**src/rtl/pxm_pkg.sv**
```systemverilog
package pxm_pkg;
    localparam int PIX_W      = 8;
    localparam int NCOMP      = 3;
    localparam int COEF_W     = 16;
    localparam int FRAC_W     = 11;
    localparam int OFF_FRAC_W = 4;
    localparam int OFF_SH     = FRAC_W - OFF_FRAC_W;
    localparam int ACC_W      = COEF_W + PIX_W + 4;
    localparam int ADDR_W     = 8;
    localparam int REG_W      = 2 * COEF_W;
    localparam int SB_W       = 2;
    localparam int LAT        = 3;

    localparam logic [1:0] MODE_CUSTOM = 2'd3;

    typedef enum logic [ADDR_W-1:0] {
        ADDR_CTRL  = 8'h40,
        ADDR_COEF0 = 8'h44
    } reg_addr_e;

    typedef logic [PIX_W-1:0]         comp_t;
    typedef comp_t [NCOMP-1:0]        pix_t;
    typedef logic signed [COEF_W-1:0] coef_t;

    typedef struct packed {
        logic       swap;
        logic [1:0] mode;
        logic       ycc;
        logic       enable;
    } ctrl_t;

    typedef struct packed {
        coef_t                off;
        coef_t [NCOMP-1:0]    k;
    } row_t;

    localparam logic signed [ACC_W-1:0] RND_HALF = ACC_W'(1) <<< (FRAC_W - 1);
    localparam logic signed [ACC_W-1:0] SAT_MAX  = ACC_W'((1 << PIX_W) - 1);

    function automatic pix_t swap_ends(input pix_t p, input logic en);
        pix_t r;
        for (int i = 0; i < NCOMP; i++)
            r[i] = en ? p[NCOMP-1-i] : p[i];
        return r;
    endfunction

    function automatic comp_t sat_round(input logic signed [ACC_W-1:0] a);
        logic signed [ACC_W-1:0] t;
        t = (a + RND_HALF) >>> FRAC_W;
        if (t < 0)
            return '0;
        else if (t > SAT_MAX)
            return '1;
        else
            return t[PIX_W-1:0];
    endfunction
endpackage

```
**src/rtl/pxm_cfg.sv**
```systemverilog
module pxm_cfg
    import pxm_pkg::*;
(
    input  logic                  clk,
    input  logic                  rst,
    input  logic                  wr_en,
    input  logic [ADDR_W-1:0]     wr_addr,
    input  logic [REG_W-1:0]      wr_data,
    input  logic                  frame_start,
    output ctrl_t                 act_ctrl,
    output row_t [NCOMP-1:0]      act_rows
);
    ctrl_t            sh_ctrl;
    row_t [NCOMP-1:0] sh_rows;

    always_ff @(posedge clk) begin
        if (rst) begin
            sh_ctrl <= '0;
            sh_rows <= '0;
        end else if (wr_en) begin
            if (wr_addr == ADDR_CTRL)
                sh_ctrl <= ctrl_t'(wr_data[$bits(ctrl_t)-1:0]);
            for (int r = 0; r < NCOMP; r++) begin
                if (wr_addr == ADDR_W'(ADDR_COEF0 + 8 * r)) begin
                    sh_rows[r].k[0] <= wr_data[COEF_W-1:0];
                    sh_rows[r].k[1] <= wr_data[REG_W-1:COEF_W];
                end
                if (wr_addr == ADDR_W'(ADDR_COEF0 + 8 * r + 4)) begin
                    sh_rows[r].k[2] <= wr_data[COEF_W-1:0];
                    sh_rows[r].off  <= wr_data[REG_W-1:COEF_W];
                end
            end
        end
    end

    always_ff @(posedge clk) begin
        if (rst) begin
            act_ctrl <= '0;
            act_rows <= '0;
        end else if (frame_start) begin
            act_ctrl <= sh_ctrl;
            act_rows <= sh_rows;
        end
    end

    AST_ACTIVE_HOLD: assert property (@(posedge clk) disable iff (rst)
        !frame_start |=> ($stable(act_ctrl) && $stable(act_rows)));
    AST_ACTIVE_LOAD: assert property (@(posedge clk) disable iff (rst)
        frame_start |=> (act_ctrl == $past(sh_ctrl)));
endmodule

```
**src/rtl/pxm_lane.sv**
```systemverilog
module pxm_lane
    import pxm_pkg::*;
#(
    parameter int LANE = 0
) (
    input  logic  clk,
    input  logic  rst,
    input  pix_t  x,
    input  logic  byp,
    input  row_t  row,
    output comp_t y
);
    logic signed [ACC_W-1:0] sum;
    logic signed [ACC_W-1:0] acc_q;
    comp_t                   pass_q;
    logic                    byp_q;

    always_comb begin
        sum = ACC_W'(signed'(row.off)) <<< OFF_SH;
        for (int j = 0; j < NCOMP; j++)
            sum += ACC_W'(signed'(row.k[j])) * ACC_W'(signed'({1'b0, x[j]}));
    end

    always_ff @(posedge clk) begin
        if (rst) begin
            acc_q  <= '0;
            pass_q <= '0;
            byp_q  <= 1'b1;
            y      <= '0;
        end else begin
            acc_q  <= sum;
            pass_q <= x[LANE];
            byp_q  <= byp;
            y      <= byp_q ? pass_q : sat_round(acc_q);
        end
    end
endmodule

```
**src/rtl/pix_matrix_xform.sv**
```systemverilog
module pix_matrix_xform
    import pxm_pkg::*;
(
    input  logic                      clk,
    input  logic                      rst,
    input  logic                      wr_en,
    input  logic [ADDR_W-1:0]         wr_addr,
    input  logic [REG_W-1:0]          wr_data,
    input  logic                      frame_start,
    input  logic                      in_valid,
    input  logic [NCOMP*PIX_W-1:0]    in_pix,
    input  logic [SB_W-1:0]           in_sync,
    output logic                      out_valid,
    output logic [NCOMP*PIX_W-1:0]    out_pix,
    output logic [SB_W-1:0]           out_sync,
    output logic                      out_ycc
);
    ctrl_t            act_ctrl;
    row_t [NCOMP-1:0] act_rows;
    pix_t             x_q;
    logic             byp_q;
    logic [LAT-1:0]   vld_pipe;
    logic [SB_W-1:0]  sb_pipe [LAT];
    pix_t             y;

    pxm_cfg u_cfg (
        .clk         (clk),
        .rst         (rst),
        .wr_en       (wr_en),
        .wr_addr     (wr_addr),
        .wr_data     (wr_data),
        .frame_start (frame_start),
        .act_ctrl    (act_ctrl),
        .act_rows    (act_rows)
    );

    always_ff @(posedge clk) begin
        if (rst) begin
            x_q   <= '0;
            byp_q <= 1'b1;
        end else begin
            x_q   <= swap_ends(pix_t'(in_pix), act_ctrl.swap);
            byp_q <= !(act_ctrl.enable && act_ctrl.mode == MODE_CUSTOM);
        end
    end

    always_ff @(posedge clk) begin
        if (rst) begin
            vld_pipe <= '0;
            for (int i = 0; i < LAT; i++) sb_pipe[i] <= '0;
        end else begin
            vld_pipe <= {vld_pipe[LAT-2:0], in_valid};
            sb_pipe[0] <= in_sync;
            for (int i = 1; i < LAT; i++) sb_pipe[i] <= sb_pipe[i-1];
        end
    end

    for (genvar g = 0; g < NCOMP; g++) begin : g_lane
        pxm_lane #(.LANE(g)) u_lane (
            .clk (clk),
            .rst (rst),
            .x   (x_q),
            .byp (byp_q),
            .row (act_rows[g]),
            .y   (y[g])
        );
    end

    assign out_pix   = y;
    assign out_valid = vld_pipe[LAT-1];
    assign out_sync  = sb_pipe[LAT-1];
    assign out_ycc   = act_ctrl.ycc;

    logic [1:0] warm;
    always_ff @(posedge clk) begin
        if (rst) warm <= '0;
        else if (warm != 2'd3) warm <= warm + 2'd1;
    end

    AST_VALID_LATENCY: assert property (@(posedge clk) disable iff (rst)
        (warm == 2'd3) |-> (out_valid == $past(in_valid, 3)));
    AST_SYNC_LATENCY: assert property (@(posedge clk) disable iff (rst)
        (warm == 2'd3) |-> (out_sync == $past(in_sync, 3)));
    AST_RESET_IDLE: assert property (@(posedge clk) disable iff (rst)
        $past(rst) |-> (!out_valid && out_sync == '0 && !out_ycc));
endmodule

```
**config.mk**
```make
export PLATFORM = sky130hd
export DESIGN_NAME = pix_matrix_xform
export DESIGN_NICKNAME = d
export VERILOG_FILES = /design/src/rtl/pxm_pkg.sv /design/src/rtl/pxm_cfg.sv /design/src/rtl/pxm_lane.sv /design/src/rtl/pix_matrix_xform.sv
export SDC_FILE = /design/constraint.sdc
export NUM_CORES = 2
export LEC_CHECK = 0
export ABC_AREA = 1
export ABC_CLOCK_PERIOD_IN_PS = 6400
export BUFFER_PORTS_ARGS = -buffer_cell sky130_fd_sc_hd__buf_2
export CORE_ASPECT_RATIO = 0.5
export CORE_MARGIN = 8
export CORE_UTILIZATION = 57
export CTS_CLUSTER_SIZE = 25
export DETAILED_ROUTE_END_ITERATION = 8
export GPL_TIMING_DRIVEN = 0
export PLACE_DENSITY = 0.76
export RECOVER_POWER = 25
export SLEW_MARGIN = 40
export SYNTH_ARGS = -nofsm -noshare
export SYNTH_HDL_FRONTEND = slang
export SYNTH_SLANG_ARGS = --single-unit
export TNS_END_PERCENT = 10
```
**constraint.sdc**
```tcl
create_clock -name clk -period 6.4 [get_ports clk]
set_clock_uncertainty 0.15 [all_clocks]
set_input_delay 0.96 -clock clk [delete_from_list [all_inputs] [get_ports clk]]
set_output_delay 0.96 -clock clk [all_outputs]
set_load 0.03 [all_outputs]
```
==> flow_summary.json <==
{
  "pwr-share-seq": 0.222,
  "cts_tree": "yes",
  "io_buffers": 96,
  "holdCritPathClass": "register to register",
  "finalHoldViolCount": 0,
  "critPathMostFrequentCell": "fa_1",
  "hold_buffers": 0,
  "post-place-ws_ns": -1.86,
  "tns_ns": -27.74,
  "grt_usage": 0.343,
  "timing_worst_setup_path_type": "register to register",
  "synthToLayoutAreaGrowth_pct": 14.1,
  "yosys.area.top_type": "fa_1",
  "ant_nets": 0,
  "clk_pin_slew_ns": 0.07,
  "synth_compound_area_frac": 0.102,
  "clk_path_buf_depth": 3,
  "routed_wl_um": 233000,
  "power_switching_mw": 7.99,
  "grt_start_max_net_pins": 17,
  "layout-drive-gt1-share": 0.109,
  "synth-xor-area-share": 0.0302,
  "crit_fanout": 8,
  "netlist_area_um2": 69500,
  "synth_adder_area_share": 0.400,
  "synth_simple_gate_area_frac": 0.158,
  "cts_buffers": 52,
  "worst_hold_slack_ns": 0.254,
  "fin_crit_sh": 1.13,
  "maxSlewHeadroom": -0.172,
  "synth_top_family_by_area": "adder cells",
  "ir_drop_v": 0.000215,
  "max_stage_delay_ns": 0.54,
  "p_clk_frac": 0.202,
  "synth_top_cells_by_area": "fa_1 30%, dfxtp_1 15%, inv_1 13%, nand2_1 9.7%, ha_1 9.7%",
  "grt_setup_unrepaired": "yes",
  "die_w_um": 510,
  "via_count": 62200,
  "die_y_um": 263,
  "p_int_mw": 9.15,
  "crit_required_ns": 6.77,
  "initial_core_util": 0.576,
  "ys_warn_count": 0,
  "drcViolationCount": 0,
  "grt_pass1_vias": 62100,
  "fin_ws_ns": -0.800,
  "worstSetupStartpointType": "register",
  "syn_inst": 9344,
  "power.total_mw": 17.1,
  "cap_violations": 1,
  "first_pass_iters": 7,
  "violations": "max-capacitance violations, max-slew violations, negative setup slack",
  "globalRouteOverflowTotal": 0,
  "muxShareOfSynthArea": 0,
  "cp.arrival_ns": 7.57,
  "p_comb_frac": 0.577,
  "io_pins": 99,
  "final_util": 0.657,
  "dieArea_um2": 134000,
  "endpoint_kind": "register",
  "ys_seq_area_frac": 0.153,
  "clock-sinks": 531,
  "num_rows": 90,
  "mostFrequentLayoutCell": "inv_1",
  "place_hpwl_um": 184000,
  "synthFlopType": "dfxtp_1",
  "avgRoutedWirePerCell_um": 20.7,
  "worstMarginPinSlew_ns": 1.74,
  "synthArstFlopShare": 0,
  "fin_crit_ns": 7.20,
  "fmax_mhz": 139,
  "leakagePower_nw": 43.8,
  "yosysUniqueCellTypes": 47,
  "cpMaxStageDelayCell": "fa_1",
  "syn_nets": 11000,
  "cp_top_family": "adder cells",
  "synth-edff-count": 0,
  "viasPerCell": 5.54,
  "antenna_found_initial": 12,
  "drt-initial-drc-count": 6662,
  "mostFrequentLayoutCells": "2419 x inv_1, 1720 x nand2_1, 1026 x fa_1, 687 x nor2_1, 509 x dfxtp_1",
  "power.density_nw_per_um2": 216,
  "ys_ff_latch": 531,
  "fin_nets": 11200,
  "h-tree-depth": 2,
  "core_area_um2": 121000,
  "slew_violations": 11,
  "critPathBufInv": 8,
  "insertion_delay_ns": 0.67,
  "status": "finished with violations",
  "setup_viol": 54,
  "synth_top_area_frac": 0.303,
  "synth_area_per_cell_um2": 7.44,
  "switching_share": 0.466,
  "root_buffer": "clkbuf_16",
  "grt_pass1_wl_um": 353000,
  "place_congestion": 1.01
}
==> flip-flops by register name, summed over array words and instances, names as in the netlist <==
| signal | flops |
|---|---|
| byp_q | 1 |
| g_lane.u_lane.acc_q | 54 |
| g_lane.u_lane.byp_q | 1 |
| g_lane.u_lane.pass_q | 24 |
| g_lane.u_lane.y | 24 |
| sb_pipe | 6 |
| u_cfg.act_ctrl | 5 |
| u_cfg.act_rows | 192 |
| u_cfg.sh_ctrl | 5 |
| u_cfg.sh_rows | 192 |
| vld_pipe | 3 |
| x_q | 24 |
==> cells in the mapped netlist (3+ instances only) <==
cell type and instances:
inv_1 2465, a221oi_1 3, a211oi_2 28, xnor2_1 119, nand3_1 135, o21a_1 9
nor3_1 41, and2_1 3, a21boi_0 10, a211oi_1 14, buf_6 3, clkinv_1 5
a21o_1 37, nor2_1 738, dfxtp_1 531, buf_2 18, o21ai_0 562, buf_4 5
ha_1 536, o21bai_1 48, a21oi_1 544, nor4_1 19, o211ai_1 14, fa_1 1053
nand4_1 43, a31oi_1 19, buf_1 29, clkbuf_1 356, o31ai_1 5, nand2_1 1803
xor2_1 121, nor2_2 4
==> repair_timing <==
| item | in CTS | in global routing |
|---|---|---|
| endpoints found under the setup margin | 54 | 54 |
| hold endpoints to repair | 0 | 0 |
| pin swaps | 221 | 195 |
| gates resized for setup | 682 | 310 |
| cloned | 4 | 0 |
| setup buffers | 89 | 34 |
==> worst paths after layout <==
| path | to | slack (ns) | start | cells past startpoint |
|---|---|---|---|---|
| worst max-delay path | g_lane[1].u_lane.acc_q[18] | -0.80 | x_q[0] | 29 |
| worst min-delay path | vld_pipe[1] | 0.25 | vld_pipe[0] | 2 |
| worst min register to register | vld_pipe[1] | 0.25 | vld_pipe[0] | 2 |
| worst max register to register | g_lane[1].u_lane.acc_q[18] | -0.80 | x_q[0] | 29 |
==> routing by layer <==
metal / vias to the layer above / track usage / share of wire
li1: 28000 / - / -
met4: 8 / 0.159 / 0.057
met1: 30100 / 0.448 / 0.38
met3: 721 / 0.142 / 0.15
met5: - / 0.00585 / 0.00056
met2: 3365 / 0.493 / 0.40
==> area by class of cell <==
type,count,area [um^2]
Multi-Input combinational cell,5928,51600
Fill cell,9863,41400
Sequential cell,531,10700
Inverter,2472,9290
Buffer,353,2190
Tap cell,1610,2010
Timing Repair Buffer,226,1630
Clock buffer,70,1460
Clock inverter,25,402
Antenna cell,13,32.5
==> worst reg2reg max path, delay by kind of cell (launching register included) <==
kind / cells / cell delay (ns)
adders and majority gates: 8 / 3.64
DFF: 1 / 0.48
and+or+nand+nor: 5 / 0.42
xor gates and xnor gates: 2 / 0.45
buffers and inverters: 8 / 0.92
AOI/OAI and AO/OA: 6 / 0.98
==> metrics by stage <==
stage,std cells,cell area [um^2]
4_1_cts,11200,78200
3_3_place_gp,11100,72300
5_1_grt,11200,79300
3_5_place_dp,11100,72400
6_report,11200,79300
2_1_floorplan,9344,69800
==> power by group through the flow <==
stage | sequential [mW] | clock [mW] | combinational (mW)
floorplan | 3.75 | 0 | 5.37
global placement | 3.80 | 0 | 7.44
detailed placement | 3.80 | 0 | 7.53
CTS | 3.75 | 3.45 | 8.95
global route | 3.82 | 3.58 | 10.8
finish | 3.80 | 3.45 | 9.88
==> cell families after synthesis <==
logic type                 after synthesis
adders and majority gates             1589
DFF                                    531
buffers and inverters                 2885
AOI/OAI and AO/OA                     1300
xor gates and xnor gates               240
and+or+nand+nor                       2799
Note: power is estimated with default switching activity, not from simulation.
